File: config.mk
export PLATFORM = sky130hd
export DESIGN_NAME = mbist_march
export DESIGN_NICKNAME = d
export VERILOG_FILES = /design/src/rtl/mbist_pkg.sv /design/src/rtl/mbist_seq.sv /design/src/rtl/mbist_pat.sv /design/src/rtl/mbist_cmp.sv /design/src/rtl/mbist_tick.sv /design/src/rtl/mbist_march.sv
export SDC_FILE = /design/constraint.sdc
export NUM_CORES = 1
export LEC_CHECK = 0
export BUFFER_PORTS_ARGS = -buffer_cell sky130_fd_sc_hd__buf_4
export CAP_MARGIN = 30
export CELL_PAD_IN_SITES_DETAIL_PLACEMENT = 1
export CELL_PAD_IN_SITES_GLOBAL_PLACEMENT = 1
export CORE_MARGIN = 2
export CORE_UTILIZATION = 40
export CTS_BUF_LIST = sky130_fd_sc_hd__clkbuf_8
export DETAILED_ROUTE_END_ITERATION = 10
export GPL_ROUTABILITY_DRIVEN = 0
export PLACE_DENSITY = 0.9
export SYNTH_ARGS = -nofsm -noshare
export SYNTH_HDL_FRONTEND = slang
export SYNTH_HIERARCHICAL = 1
export SYNTH_SLANG_ARGS = --single-unit
export TNS_END_PERCENT = 20
File: constraint.sdc
create_clock -name clk -period 3.5 [get_ports clk]
set_input_delay 0 -clock clk [delete_from_list [all_inputs] [get_ports clk]]
set_output_delay 0 -clock clk [all_outputs]
set_load 0.01 [all_outputs]
File: src/rtl/mbist_pkg.sv
package mbist_pkg;

  typedef enum logic [2:0] {
    MB_IDLE,
    MB_FILL,
    MB_RD,
    MB_CW,
    MB_END
  } mb_state_t;

  localparam int unsigned MB_NUM_BG  = 6;
  localparam int unsigned MB_LAST_EL = 5;

  // Bit 'pos' of background 'bg': 0 -> all zero, k -> runs of 2**(5-k), low run set.
  function automatic logic bg_bit(input int unsigned bg, input int unsigned pos);
    if (bg == 0 || bg > 5) return 1'b0;
    return ((pos >> (5 - bg)) & 1) == 0;
  endfunction

  function automatic logic el_desc(input logic [2:0] el);
    return (el == 3'd3) || (el == 3'd4);
  endfunction

  function automatic logic el_exp_inv(input logic [2:0] el);
    return (el == 3'd2) || (el == 3'd4);
  endfunction

  function automatic logic el_wr_inv(input logic [2:0] el);
    return (el == 3'd1) || (el == 3'd3);
  endfunction

endpackage

File: src/rtl/mbist_seq.sv
module mbist_seq
  import mbist_pkg::*;
#(
  parameter int AW    = 10,
  parameter int WORDS = 256,
  parameter int BASE  = 0
) (
  input  logic          clk,
  input  logic          rst,
  input  logic          start,
  output mb_state_t     state_o,
  output logic [2:0]    el_o,
  output logic [2:0]    bg_o,
  output logic [AW-1:0] addr_o,
  output logic          start_acc_o,
  output logic          step_o
);
  localparam int CNT_W = (WORDS > 1) ? $clog2(WORDS) : 1;
  localparam logic [CNT_W-1:0] W_LAST = CNT_W'(WORDS - 1);
  localparam logic [AW-1:0]    A_LO   = AW'(BASE);
  localparam logic [AW-1:0]    A_HI   = AW'(BASE + WORDS - 1);

  mb_state_t        state;
  logic [2:0]       el, bg;
  logic [AW-1:0]    addr;
  logic [CNT_W-1:0] wcnt;

  always_ff @(posedge clk) begin
    if (rst) begin
      state <= MB_IDLE;
      el    <= '0;
      bg    <= '0;
      addr  <= '0;
      wcnt  <= '0;
    end else begin
      case (state)
        MB_IDLE: if (start) begin
          state <= MB_FILL;
          el    <= '0;
          bg    <= '0;
          addr  <= A_LO;
          wcnt  <= '0;
        end
        MB_FILL: begin
          if (wcnt == W_LAST) begin
            wcnt  <= '0;
            el    <= 3'd1;
            addr  <= A_LO;
            state <= MB_RD;
          end else begin
            wcnt <= wcnt + 1'b1;
            addr <= addr + 1'b1;
          end
        end
        MB_RD: state <= MB_CW;
        MB_CW: begin
          state <= MB_RD;
          if (wcnt == W_LAST) begin
            wcnt <= '0;
            if (el == 3'(MB_LAST_EL)) begin
              if (bg == 3'(MB_NUM_BG - 1)) begin
                state <= MB_END;
              end else begin
                bg    <= bg + 1'b1;
                el    <= '0;
                addr  <= A_LO;
                state <= MB_FILL;
              end
            end else begin
              el   <= el + 1'b1;
              addr <= el_desc(el + 3'd1) ? A_HI : A_LO;
            end
          end else begin
            wcnt <= wcnt + 1'b1;
            addr <= el_desc(el) ? addr - 1'b1 : addr + 1'b1;
          end
        end
        MB_END:  state <= MB_IDLE;
        default: state <= MB_IDLE;
      endcase
    end
  end

  assign state_o     = state;
  assign el_o        = el;
  assign bg_o        = bg;
  assign addr_o      = addr;
  assign start_acc_o = start && (state == MB_IDLE);
  assign step_o      = (state == MB_FILL) || (state == MB_CW);
endmodule

File: src/rtl/mbist_pat.sv
module mbist_pat
  import mbist_pkg::*;
#(
  parameter int DW = 32
) (
  input  logic [2:0]    bg,
  input  logic [2:0]    el,
  output logic [DW-1:0] exp_o,
  output logic [DW-1:0] wr_o
);
  logic [DW-1:0] pat_tbl [8];

  for (genvar g = 0; g < 8; g++) begin : g_bg
    for (genvar b = 0; b < DW; b++) begin : g_bit
      assign pat_tbl[g][b] = bg_bit(g, b);
    end
  end

  logic [DW-1:0] base;
  assign base  = pat_tbl[bg];
  assign exp_o = el_exp_inv(el) ? ~base : base;
  assign wr_o  = el_wr_inv(el)  ? ~base : base;
endmodule

File: src/rtl/mbist_cmp.sv
module mbist_cmp #(
  parameter int AW = 10,
  parameter int DW = 32
) (
  input  logic          clk,
  input  logic          rst,
  input  logic          clr,
  input  logic          chk,
  input  logic [AW-1:0] addr,
  input  logic [DW-1:0] rdata,
  input  logic [DW-1:0] exp,
  output logic          err_o,
  output logic [AW-1:0] f_addr_o,
  output logic [DW-1:0] f_rdata_o,
  output logic [DW-1:0] f_exp_o
);
  logic miss;
  assign miss = chk && (rdata != exp);

  always_ff @(posedge clk) begin
    if (rst || clr) begin
      err_o     <= 1'b0;
      f_addr_o  <= '0;
      f_rdata_o <= '0;
      f_exp_o   <= '0;
    end else if (miss) begin
      err_o <= 1'b1;
      if (!err_o) begin
        f_addr_o  <= addr;
        f_rdata_o <= rdata;
        f_exp_o   <= exp;
      end
    end
  end
endmodule

File: src/rtl/mbist_tick.sv
module mbist_tick #(
  parameter int STEP = 32
) (
  input  logic clk,
  input  logic rst,
  input  logic clr,
  input  logic step,
  output logic tick_o
);
  localparam int TW = (STEP > 1) ? $clog2(STEP) : 1;
  localparam logic [TW-1:0] T_LAST = TW'(STEP - 1);

  logic [TW-1:0] cnt;

  always_ff @(posedge clk) begin
    if (rst || clr) begin
      cnt    <= '0;
      tick_o <= 1'b0;
    end else if (step) begin
      if (cnt == T_LAST) begin
        cnt    <= '0;
        tick_o <= 1'b1;
      end else begin
        cnt    <= cnt + 1'b1;
        tick_o <= 1'b0;
      end
    end else begin
      tick_o <= 1'b0;
    end
  end
endmodule

File: src/rtl/mbist_march.sv
module mbist_march
  import mbist_pkg::*;
#(
  parameter int AW        = 10,
  parameter int DW        = 32,
  parameter int WORDS     = 256,
  parameter int BASE      = 0,
  parameter int PROG_STEP = 32
) (
  input  logic          clk,
  input  logic          rst,
  input  logic          start,
  input  logic [DW-1:0] ram_rdata,
  output logic [AW-1:0] ram_addr,
  output logic          ram_we,
  output logic [DW-1:0] ram_wdata,
  output logic          busy,
  output logic          done,
  output logic          pass,
  output logic          err_flag,
  output logic [AW-1:0] fail_addr,
  output logic [DW-1:0] fail_rdata,
  output logic [DW-1:0] fail_exp,
  output logic          prog_tick
);
  mb_state_t     state;
  logic [2:0]    el, bg;
  logic          start_acc, step;
  logic [DW-1:0] exp_d, wr_d;
  logic          fin_q;

  mbist_seq #(.AW(AW), .WORDS(WORDS), .BASE(BASE)) seq_i (
    .clk(clk), .rst(rst), .start(start),
    .state_o(state), .el_o(el), .bg_o(bg), .addr_o(ram_addr),
    .start_acc_o(start_acc), .step_o(step)
  );

  mbist_pat #(.DW(DW)) pat_i (
    .bg(bg), .el(el), .exp_o(exp_d), .wr_o(wr_d)
  );

  mbist_cmp #(.AW(AW), .DW(DW)) cmp_i (
    .clk(clk), .rst(rst), .clr(start_acc), .chk(state == MB_CW),
    .addr(ram_addr), .rdata(ram_rdata), .exp(exp_d),
    .err_o(err_flag), .f_addr_o(fail_addr), .f_rdata_o(fail_rdata), .f_exp_o(fail_exp)
  );

  mbist_tick #(.STEP(PROG_STEP)) tick_i (
    .clk(clk), .rst(rst), .clr(start_acc), .step(step), .tick_o(prog_tick)
  );

  always_ff @(posedge clk) begin
    if (rst || start_acc) fin_q <= 1'b0;
    else if (state == MB_END) fin_q <= 1'b1;
  end

  assign ram_we    = (state == MB_FILL) || ((state == MB_CW) && (el != 3'(MB_LAST_EL)));
  assign ram_wdata = wr_d;
  assign busy      = (state != MB_IDLE);
  assign done      = (state == MB_END);
  assign pass      = (fin_q || done) && !err_flag;
endmodule

==> impl_metrics.env <==
export IMPL_endpoint_kind="flip-flop"
export IMPL_grt_max_degree=64
export IMPL_routed_via_count=6640
export IMPL_drt_initial_drc_count=712
export IMPL_core_um2=16000
export IMPL_crit_arrival_ps=3830
export IMPL_maxSlewViolCount=0
export IMPL_routed_wl_um=26210
export IMPL_viasPerCell=5.729
export IMPL_design_area_um2=8404
export IMPL_drt_pass1_iter_count=4
export IMPL_pin_count=157
export IMPL_post_cts_buffers=0
export IMPL_wire_per_inst_um=22.62
export IMPL_die_w_um=132.5
export IMPL_cts_root_buffer="clkbuf_8"
export IMPL_synth_cell_types=77
export IMPL_fillers=1932
export IMPL_cts_sinks=109
export IMPL_layout_common_cells="166 x nand2_1, 165 x buf_4, 108 x dfxtp_1"
export IMPL_cp_start_kind="flip-flop"
export IMPL_cts_buffer_depth=2
export IMPL_hp_class="in -> reg"
export IMPL_dominantRegCellSynth="dfxtp_1"
export IMPL_rows=46
export IMPL_required_ps=3810
export IMPL_path_clk_slew_ps=130
export IMPL_synth_top_cell_by_area="dfxtp_1"
export IMPL_yosysSeqAreaShare_pct=33.05
export IMPL_hold_ws_ps=402.7
export IMPL_layout_commonest_cell="nand2_1"
export IMPL_skew_ps=22.90
export IMPL_syn_inst=777
export IMPL_fmax_ghz=0.2840
export IMPL_violations="setup timing"
export IMPL_area_growth_pct=27.29
export IMPL_max_stage_delay_ps=460
export IMPL_antenna_found_initial=0
export IMPL_fin_crit_sh_pct=100.6
export IMPL_slew_headroom_pct=35.19
export IMPL_grt_overflow=0
export IMPL_clkLatencyLatePin_ps=420
export IMPL_crit_path_top_delay_cell="nor4_4"
export IMPL_nets=987
export IMPL_path_buf_inv=2
export IMPL_drive_gt1_share_pct=23.12
export IMPL_yosysTopAreaCellShare_pct=33.05
export IMPL_p_leak_nw=3.357
export IMPL_drtAntennaViolNets=0
export IMPL_die_h_um=132.5
export IMPL_path_max_fanout=32
export IMPL_cts_tree="built"
export IMPL_synth_seq_cells=109
export IMPL_synthTopCellsByArea="dfxtp_1 33%, mux2i_1 12%, nand2_1 9.4%, xnor2_1 9.4%, xor2_1 3.6%"
export IMPL_path_class="reg -> reg"
export IMPL_ir_drop_uv=196.8
export IMPL_fin_ws_ps=-21.39
export IMPL_synth_edf_count=0
export IMPL_crit_chain="inv_1, ha_1, and2_2, nor2_1, xnor2_1, xnor2_1, nand4_1, nor4_4, a21oi_4, buf_4, mux2i_1"
export IMPL_port_buffers=156
export IMPL_drc=0
export IMPL_worst_slew_pin_slew_ps=970.0
export IMPL_dp_hpwl_um=16850
export IMPL_post_route_util_pct=52.53
export IMPL_cap_violations=0
export IMPL_grt_use_total_pct=29.43
export IMPL_final_hold_viol_count=0
export IMPL_place_ws_ps=274.3
export IMPL_num_antenna_cells=0
export IMPL_grt_pass1_vias=6966
export IMPL_power_total_mw=2.866
export IMPL_power_density_nw_per_um2=341.0
export IMPL_syn_area_um2=6603
export IMPL_syn_nets=826
export IMPL_status="finished, violations left"
export IMPL_critPathTopFamily="simple AND/OR/NAND/NOR gates"
export IMPL_place_area_um2=7850
export IMPL_yosysWarningCount=6
export IMPL_die_area_um2=17550
export IMPL_setup_viol=1
export IMPL_async_reset_ff_share_pct=0
export IMPL_start_util_pct=41.27
export IMPL_cts_buffers=9
export IMPL_grt_pass1_wl_um=40670
export IMPL_period_needed_ps=3521
export IMPL_cpMostUsedCell="xnor2_1"
export IMPL_postSynthAreaPerCell_um2=8.498
export IMPL_h_tree_depth=3
[metal layers]
metal  GRT usage (%)  up-vias  routed length, um
li1                -     2956                  -
met1           34.16     3264              10420
met2           49.77      329              12660
met3           6.322       91               1761
met4           17.62        0               1377
met5               0        -                  0
[registers in the layout, summed over array words and instances (netlist names)]
register         cells
cmp_i/f_exp_o       32
seq_i/addr_o        10
seq_i/wcnt           8
seq_i/el_o           3
fin_q                1
cmp_i/err_o          1
cmp_i/f_rdata_o     32
seq_i/state_o        3
cmp_i/f_addr_o      10
tick_i/tick_o        1
seq_i/bg_o           3
tick_i/cnt           5
[cells by family (layout without fill, tap and decap cells)]
family,after synthesis,count (layout),synth area share (%)
xor gates and xnor gates,98,98,13.00
buffers and inverters,69,235,6.481
AOI/OAI and AO/OA,84,84,8.755
adders and majority gates,14,14,2.653
DFF,109,109,33.05
and+or+nand+nor,324,324,24.09
muxes,79,79,11.98
[where the power goes]
group	leakage [nW]	switching, mW	internal [mW]
combinational	2.37	0.443	0.303
sequential	0.880	0.0333	1.26
clock	0.104	0.525	0.302
[what timing repair did]
| action | in CTS | in global routing |
|---|---|---|
| setup endpoints to repair | 0 | 74 |
| hold buffers | 34 | 0 |
| hold endpoints to repair | 35 | 0 |
| gates resized for setup | 0 | 5 |
[worst paths after layout]
check	start	endpoint	slack, ps	cells past startpoint
max reg2reg	seq_i/bg_o[1]	cmp_i/f_exp_o[30]	-20	11
max	seq_i/bg_o[1]	cmp_i/f_exp_o[30]	-20	11
min reg2reg	cmp_i/f_addr_o[8]	cmp_i/f_addr_o[8]	470	2
min	ram_rdata[31]	cmp_i/f_rdata_o[31]	400	4
[cells in the mapped netlist, types with 6 or more instances]
cell type,number
nand2_1,166
dfxtp_1,109
mux2i_1,79
xnor2_1,71
nor2_1,44
xor2_1,27
a21oi_1,23
clkbuf_1,22
nor3_1,16
inv_1,15
buf_6,14
ha_1,14
nand4_1,14
and3_1,12
nand3_1,11
buf_2,8
a211oi_1,7
a31oi_1,7
o21ai_0,7
buf_4,6
[per-stage QoR]
| stage | std cells | TNS, ps |
|---|---|---|
| 6_report | 1159 | -21.39 |
| 5_1_grt | 1159 | -54.12 |
| 4_1_cts | 1159 | 0 |
| 3_5_place_dp | 1109 | 0 |
| 3_3_place_gp | 1109 | 0 |
| 2_1_floorplan | 777 | 0 |
[area by class of cell]
cell class	instances	area [um2]	share of cell area (%)
clock inverters	6	60.06	0.7146
inverters	16	72.57	0.8635
repair buffers	203	1650	19.64
flip-flops and latches	109	2183	25.98
well taps	216	270.3	3.216
multi-input cells	599	4030	47.95
clock buffers	10	137.6	1.638
[worst reg2reg max path, cell delays in order, from the launching register on]
cell     delay, ps
dfxtp_1        400
inv_1          140
ha_1           280
and2_2         300
nor2_1         250
xnor2_1        170
xnor2_1        330
nand4_1        320
nor4_4         460
a21oi_4        110
buf_4          310
mux2i_1        370
(Power assumes the default switching activity.)
